$ cat config.mk
export PLATFORM = sky130hd
export DESIGN_NAME = sect_xlate_unit
export DESIGN_NICKNAME = d
export VERILOG_FILES = /design/src/rtl/sxu_pkg.sv /design/src/rtl/sxu_desc_decode.sv /design/src/rtl/sxu_tlb.sv /design/src/rtl/sxu_walker.sv /design/src/rtl/sect_xlate_unit.sv
export SDC_FILE = /design/constraint.sdc
export NUM_CORES = 1
export LEC_CHECK = 0
export ABC_AREA = 0
export BUFFER_PORTS_ARGS = -buffer_cell sky130_fd_sc_hd__buf_2
export CORE_UTILIZATION = 52
export DETAILED_ROUTE_END_ITERATION = 10
export PLACE_DENSITY = 0.75
export SETUP_SLACK_MARGIN = 0.4
export SYNTH_ARGS = -nofsm -noshare
export SYNTH_HDL_FRONTEND = slang
export SYNTH_HIERARCHICAL = 1
export SYNTH_SLANG_ARGS = --single-unit
$ cat constraint.sdc
create_clock -name clk -period 7.3 [get_ports clk]
set_clock_uncertainty 0.1 [all_clocks]
set_input_delay 0.73 -clock clk [delete_from_list [all_inputs] [get_ports clk]]
set_output_delay 0.73 -clock clk [all_outputs]
set_load 0.01 [all_outputs]
$ cat src/rtl/sxu_pkg.sv
package sxu_pkg;
  localparam int VA_W    = 32;
  localparam int SEC_W   = 12;
  localparam int OFS_W   = VA_W - SEC_W;
  localparam int ALIGN_W = SEC_W + 2;
  localparam logic [1:0] KIND_SECTION = 2'b10;

  typedef struct packed {
    logic [SEC_W-1:0] frame;
    logic [3:0]       dom;
    logic [1:0]       perm;
    logic             cacheable;
    logic             bufferable;
  } sect_attr_t;

  typedef struct packed {
    logic [VA_W-1:0] pa;
    logic [3:0]      dom;
    logic [1:0]      perm;
    logic            cacheable;
    logic            bufferable;
    logic            fault;
  } xl_result_t;

  function automatic xl_result_t make_result(input sect_attr_t a, input logic [OFS_W-1:0] ofs);
    xl_result_t r;
    r.pa         = {a.frame, ofs};
    r.dom        = a.dom;
    r.perm       = a.perm;
    r.cacheable  = a.cacheable;
    r.bufferable = a.bufferable;
    r.fault      = 1'b0;
    return r;
  endfunction
endpackage

$ cat src/rtl/sxu_desc_decode.sv
module sxu_desc_decode
  import sxu_pkg::*;
(
  input  logic [31:0]      desc,
  input  logic [OFS_W-1:0] ofs,
  output logic             is_sect,
  output sect_attr_t       attr,
  output xl_result_t       result
);
  logic [9:0] desc_unused;
  assign desc_unused = {desc[19:12], desc[9], desc[4]};

  assign is_sect = (desc[1:0] == KIND_SECTION);

  always_comb begin
    attr.frame      = desc[31:20];
    attr.dom        = desc[8:5];
    attr.perm       = desc[11:10];
    attr.cacheable  = desc[3];
    attr.bufferable = desc[2];
  end

  always_comb begin
    if (is_sect) begin
      result = make_result(attr, ofs);
    end else begin
      result       = '0;
      result.fault = 1'b1;
    end
  end
endmodule

$ cat src/rtl/sxu_tlb.sv
module sxu_tlb
  import sxu_pkg::*;
#(
  parameter int ENTRIES = 8,
  parameter int TAG_W   = SEC_W
)(
  input  logic             clk,
  input  logic             rst_n,
  input  logic             flush,
  input  logic [TAG_W-1:0] lk_tag,
  output logic             lk_hit,
  output sect_attr_t       lk_attr,
  input  logic             fill_en,
  input  logic [TAG_W-1:0] fill_tag,
  input  sect_attr_t       fill_attr
);
  localparam int PTR_W = (ENTRIES > 1) ? $clog2(ENTRIES) : 1;
  localparam logic [PTR_W-1:0] LAST = PTR_W'(ENTRIES - 1);

  logic [ENTRIES-1:0] vld;
  logic [ENTRIES-1:0] match;
  logic [TAG_W-1:0]   tag_q  [ENTRIES];
  sect_attr_t         attr_q [ENTRIES];
  logic [PTR_W-1:0]   rr_ptr;
  logic               do_fill;

  assign do_fill = fill_en && !flush;

  for (genvar g = 0; g < ENTRIES; g++) begin : g_way
    assign match[g] = vld[g] && (tag_q[g] == lk_tag);

    always_ff @(posedge clk or negedge rst_n) begin
      if (!rst_n) begin
        vld[g]    <= 1'b0;
        tag_q[g]  <= '0;
        attr_q[g] <= '0;
      end else if (flush) begin
        vld[g] <= 1'b0;
      end else if (do_fill && rr_ptr == PTR_W'(g)) begin
        vld[g]    <= 1'b1;
        tag_q[g]  <= fill_tag;
        attr_q[g] <= fill_attr;
      end
    end
  end

  always_comb begin
    lk_attr = '0;
    for (int i = 0; i < ENTRIES; i++) begin
      if (match[i]) lk_attr = lk_attr | attr_q[i];
    end
  end
  assign lk_hit = |match;

  always_ff @(posedge clk or negedge rst_n) begin
    if (!rst_n) begin
      rr_ptr <= '0;
    end else if (do_fill) begin
      rr_ptr <= (rr_ptr == LAST) ? '0 : rr_ptr + 1'b1;
    end
  end

  p_match_onehot_r9: assert property (@(posedge clk) disable iff (!rst_n) $onehot0(match))
    else $error("two ways match one tag");
  p_flush_empties_r7: assert property (@(posedge clk) disable iff (!rst_n) flush |=> !lk_hit)
    else $error("hit right after flush");
endmodule

$ cat src/rtl/sxu_walker.sv
module sxu_walker #(
  parameter int AW = 32,
  parameter int DW = 32
)(
  input  logic          clk,
  input  logic          rst_n,
  input  logic          start,
  input  logic [AW-1:0] start_addr,
  output logic          busy,
  output logic          mem_req_valid,
  input  logic          mem_req_ready,
  output logic [AW-1:0] mem_req_addr,
  input  logic          mem_rsp_valid,
  output logic          mem_rsp_ready,
  input  logic [DW-1:0] mem_rsp_data,
  output logic          done,
  output logic [DW-1:0] done_data
);
  typedef enum logic [1:0] {W_IDLE, W_ADDR, W_DATA} wst_t;

  wst_t          st;
  logic [AW-1:0] addr_q;

  always_ff @(posedge clk or negedge rst_n) begin
    if (!rst_n) begin
      st     <= W_IDLE;
      addr_q <= '0;
    end else begin
      case (st)
        W_IDLE: if (start) begin
          st     <= W_ADDR;
          addr_q <= start_addr;
        end
        W_ADDR: if (mem_req_ready) st <= W_DATA;
        W_DATA: if (mem_rsp_valid) st <= W_IDLE;
        default: st <= W_IDLE;
      endcase
    end
  end

  assign busy          = (st != W_IDLE);
  assign mem_req_valid = (st == W_ADDR);
  assign mem_req_addr  = addr_q;
  assign mem_rsp_ready = (st == W_DATA);
  assign done          = (st == W_DATA) && mem_rsp_valid;
  assign done_data     = mem_rsp_data;

  p_addr_hold_r10: assert property (@(posedge clk) disable iff (!rst_n)
    mem_req_valid && !mem_req_ready |=> mem_req_valid && $stable(mem_req_addr))
    else $error("read request dropped or changed under stall");
endmodule

$ cat src/rtl/sect_xlate_unit.sv
module sect_xlate_unit
  import sxu_pkg::*;
#(
  parameter int TLB_ENTRIES = 8
)(
  input  logic        clk,
  input  logic        rst_n,
  input  logic        xl_en,
  input  logic        tlb_flush,
  input  logic [31:0] tbl_base,
  input  logic        req_valid,
  output logic        req_ready,
  input  logic [31:0] req_va,
  output logic        rsp_valid,
  input  logic        rsp_ready,
  output logic [31:0] rsp_pa,
  output logic [3:0]  rsp_domain,
  output logic [1:0]  rsp_ap,
  output logic        rsp_cache,
  output logic        rsp_buf,
  output logic        rsp_fault,
  output logic        mem_req_valid,
  input  logic        mem_req_ready,
  output logic [31:0] mem_req_addr,
  input  logic        mem_rsp_valid,
  output logic        mem_rsp_ready,
  input  logic [31:0] mem_rsp_data
);
  localparam logic [VA_W-1:0] BASE_MASK = ~VA_W'((1 << ALIGN_W) - 1);

  logic             acc, hit, lk_hit;
  sect_attr_t       lk_attr;
  logic             walk_start, walk_busy, walk_done;
  logic [31:0]      walk_data, walk_addr;
  logic             dec_sect;
  sect_attr_t       dec_attr;
  xl_result_t       dec_result;
  logic             fill_en;
  xl_result_t       rsp_q;
  logic             rsp_valid_q;
  logic [OFS_W-1:0] ofs_q;
  logic             cancel_q;

  assign req_ready  = !walk_busy && (!rsp_valid_q || rsp_ready);
  assign acc        = req_valid && req_ready;
  assign hit        = lk_hit && !tlb_flush;
  assign walk_start = acc && xl_en && !hit;
  assign walk_addr  = (tbl_base & BASE_MASK) | {{(VA_W-ALIGN_W){1'b0}}, req_va[VA_W-1:OFS_W], 2'b00};
  assign fill_en    = walk_done && dec_sect && !cancel_q && !tlb_flush;

  sxu_tlb #(.ENTRIES(TLB_ENTRIES), .TAG_W(SEC_W)) u_tlb (
    .clk       (clk),
    .rst_n     (rst_n),
    .flush     (tlb_flush),
    .lk_tag    (req_va[VA_W-1:OFS_W]),
    .lk_hit    (lk_hit),
    .lk_attr   (lk_attr),
    .fill_en   (fill_en),
    .fill_tag  (walk_addr_tag_q),
    .fill_attr (dec_attr)
  );

  logic [SEC_W-1:0] walk_addr_tag_q;

  sxu_walker #(.AW(VA_W), .DW(32)) u_walk (
    .clk           (clk),
    .rst_n         (rst_n),
    .start         (walk_start),
    .start_addr    (walk_addr),
    .busy          (walk_busy),
    .mem_req_valid (mem_req_valid),
    .mem_req_ready (mem_req_ready),
    .mem_req_addr  (mem_req_addr),
    .mem_rsp_valid (mem_rsp_valid),
    .mem_rsp_ready (mem_rsp_ready),
    .mem_rsp_data  (mem_rsp_data),
    .done          (walk_done),
    .done_data     (walk_data)
  );

  sxu_desc_decode u_dec (
    .desc    (walk_data),
    .ofs     (ofs_q),
    .is_sect (dec_sect),
    .attr    (dec_attr),
    .result  (dec_result)
  );

  always_ff @(posedge clk or negedge rst_n) begin
    if (!rst_n) begin
      rsp_valid_q     <= 1'b0;
      rsp_q           <= '0;
      ofs_q           <= '0;
      walk_addr_tag_q <= '0;
      cancel_q        <= 1'b0;
    end else begin
      if (acc) begin
        ofs_q           <= req_va[OFS_W-1:0];
        walk_addr_tag_q <= req_va[VA_W-1:OFS_W];
        if (!xl_en) begin
          rsp_valid_q <= 1'b1;
          rsp_q       <= '0;
          rsp_q.pa    <= req_va;
        end else if (hit) begin
          rsp_valid_q <= 1'b1;
          rsp_q       <= make_result(lk_attr, req_va[OFS_W-1:0]);
        end else begin
          rsp_valid_q <= 1'b0;
        end
      end else if (walk_done) begin
        rsp_valid_q <= 1'b1;
        rsp_q       <= dec_result;
      end else if (rsp_ready) begin
        rsp_valid_q <= 1'b0;
      end

      if (walk_start) begin
        cancel_q <= 1'b0;
      end else if (tlb_flush && walk_busy) begin
        cancel_q <= 1'b1;
      end
    end
  end

  assign rsp_valid  = rsp_valid_q;
  assign rsp_pa     = rsp_q.pa;
  assign rsp_domain = rsp_q.dom;
  assign rsp_ap     = rsp_q.perm;
  assign rsp_cache  = rsp_q.cacheable;
  assign rsp_buf    = rsp_q.bufferable;
  assign rsp_fault  = rsp_q.fault;

  p_rsp_hold_r10: assert property (@(posedge clk) disable iff (!rst_n)
    rsp_valid && !rsp_ready |=> rsp_valid && $stable(rsp_pa) && $stable(rsp_fault)
      && $stable(rsp_domain) && $stable(rsp_ap))
    else $error("result changed while stalled");
  p_hit_next_r5: assert property (@(posedge clk) disable iff (!rst_n)
    acc && xl_en && hit |=> rsp_valid && !mem_req_valid)
    else $error("hit not answered next cycle");
  p_bypass_r1: assert property (@(posedge clk) disable iff (!rst_n)
    acc && !xl_en |=> rsp_valid && rsp_pa == $past(req_va) && !rsp_fault && !mem_req_valid)
    else $error("bypass result wrong");
  p_fault_clean_r4: assert property (@(posedge clk) disable iff (!rst_n)
    rsp_valid && rsp_fault |-> rsp_pa == '0 && rsp_domain == '0 && !rsp_cache && !rsp_buf)
    else $error("fault result carries data");
  p_no_accept_walk_r10: assert property (@(posedge clk) disable iff (!rst_n)
    mem_req_valid |-> !req_ready)
    else $error("request taken during walk");
endmodule

==> metrics.txt <==
Max Freq=221 MHz; DR pass1 iterations=5; Cell Rows=68; worst skew pair latency=0.53 ns; leakage power=0.00988 uW; filler cell count=2797; clk root buf=clkbuf_16; # port buffers=156; fin crit period=4.53 ns; R2R setup slack=3.00 ns; Hold WS=0.136 ns; Avg Cell Area, Syn=12.4 sq um; die width=190 microns; PostCTS Resize Cnt=0; hold buffer count at cts=0; Starting Density=0.530; r2r endpoint=rsp_pa[4]$_DFFE_PN0P_; Worst R2R Start=u_tlb/tag_q[17]$_DFFE_PN0P_; synth warn=6; post-route setup TNS=0 ns; worst endpoint required time=7.61 ns; status=complete, no violations; crit path DAT=4.85 ns; vias per std cell=6.40; # setup viols final=0; CTS Buf Count=38; post-DR wirelength/cell=24.0 microns; die area=0.0360 sq mm; power per cell area=283 mW/mm^2; core area=0.0346 sq mm; Iteration-0 DRC Markers=1183; worst hold path class=in2async; clk sinks=376; total power=5760 uW; total grt overflow=0; Area growth, synth to finish=10.9%; Final Hold Viols=0; Cell Area, Synth=0.0184 sq mm; first-pass GRT wire length=75100 microns; Worst Tran Pin Value=1.21 ns; Post-CTS Setup Inserts=0; Slew Limit Fails=0; I/O pin count=181; largest net degree at the start of global routing=158; Setup Crit Path Kind=in2reg; CTS tree=built; DR vias=12900; share of cells above drive strength 1=0.349; Worst setup SP type=primary input; Syn Inst Count=1477; H-tree Lvls=2; Final nets=1646; antenna-violating nets left=0; Post-Route WL=48400 microns; Post-DP HPWL=30000 microns; CP max FO=32; GRT Overall Usage=0.269; CP endpoint kind=flip-flop; Max VDD drop=0.000259 V; final worst path period share=0.621; routability cong.=0.861; Clock Pin Slew Worst Setup and Hold Paths=0.06 ns; Worst Reg-to-Reg Cells=9; vias in the first global route=12921; RSZ-0062 raised after global routing=no; residual DRC count=0; initial antenna violation count=1; Die H=190 microns; maximum capacitance violations=0; Bufs on Longest Clock Path=3; Max-slew headroom=0.187
-- layer usage --
layer / track usage / up-vias / wire length (microns)
met2: 0.431 / 630 / 22900
met4: 0.0754 / 0 / 1200
met3: 0.0452 / 88 / 3890
met5: 0 / - / 0
li1: - / 5532 / -
met1: 0.375 / 6650 / 20400
-- stage by stage --
step,area (sq um),setup WS [ns],instances,util
CTS,20300,2.80,2015,0.588
detailed placement,19100,2.37,1951,0.551
global placement,19100,2.41,1951,0.551
floorplan,18400,3.58,1478,-
finish,20300,2.77,2016,0.588
global route,20300,2.63,2016,0.588
-- cell usage in the layout (no fill, tap or decap), types with 18 or more instances in the layout --
cell       count
dfrtp_1      376
mux2_2       286
buf_2        155
nand4_1       85
nand3_1       63
xnor2_1       52
xor2_1        44
a221o_1       40
and3b_1       40
clkbuf_16     38
and3_1        35
mux2_1        34
and2_1        31
nor2_1        28
nor4_1        28
buf_4         20
a22oi_1       18
-- registers in the layout, summed over array words and instances (netlist names) --
signal and cells:
walk_addr_tag_q 12, u_walk/st 2, rsp_pa 32, ofs_q 20
rsp_ap 2, u_tlb/vld 8, rsp_fault 1, rsp_domain 4
rsp_cache 1, u_tlb/attr_q 160, u_tlb/tag_q 96, u_walk/mem_req_addr 32
cancel_q 1, u_tlb/rr_ptr 3, rsp_valid 1, rsp_buf 1
-- worst max-delay path, cell delays in order --
cell and delay [ns]:
buf_2 0.39, xnor2_1 0.44, and2_1 0.30, and4_1 0.38, or4_1 0.53, or3_1 0.40, nand2b_1 0.18, nand2_1 0.14
nor2_1 0.26, nor3b_4 0.24, buf_4 0.40, mux2_2 0.39
-- worst max path at each step --
stage               startpoint                                   to  slack, ns  cells after the start
global placement    req_va[31]   u_walk/mem_req_addr[3]$_DFFE_PN0P_       2.41                     12
global route        req_va[21]                rsp_pa[4]$_DFFE_PN0P_       2.63                     10
detailed placement  req_va[31]  u_walk/mem_req_addr[27]$_DFFE_PN0P_       2.37                     12
finish              req_va[31]  u_walk/mem_req_addr[14]$_DFFE_PN0P_       2.77                     12
CTS                 req_va[31]   u_walk/mem_req_addr[4]$_DFFE_PN0P_       2.80                     12
floorplan           req_va[31]  u_walk/mem_req_addr[25]$_DFFE_PN0P_       3.58                     13
-- layout make-up --
class	count	area (sq um)	area share
multi-input combinational	933	8090	0.398
clock inverter	13	209	0.0103
antenna	1	2.50	0.000123
clock buffer	51	1070	0.0526
timing repair buffer	177	961	0.0472
inverter	10	37.5	0.00184
sequential	376	9410	0.462
tap	455	569	0.0280
-- report_power, final --
group | internal, uW | switching [uW]
clock network | 1210 | 804
logic | 515 | 561
registers | 2400 | 268
No activity file was read; power rests on OpenSTA's default activity.
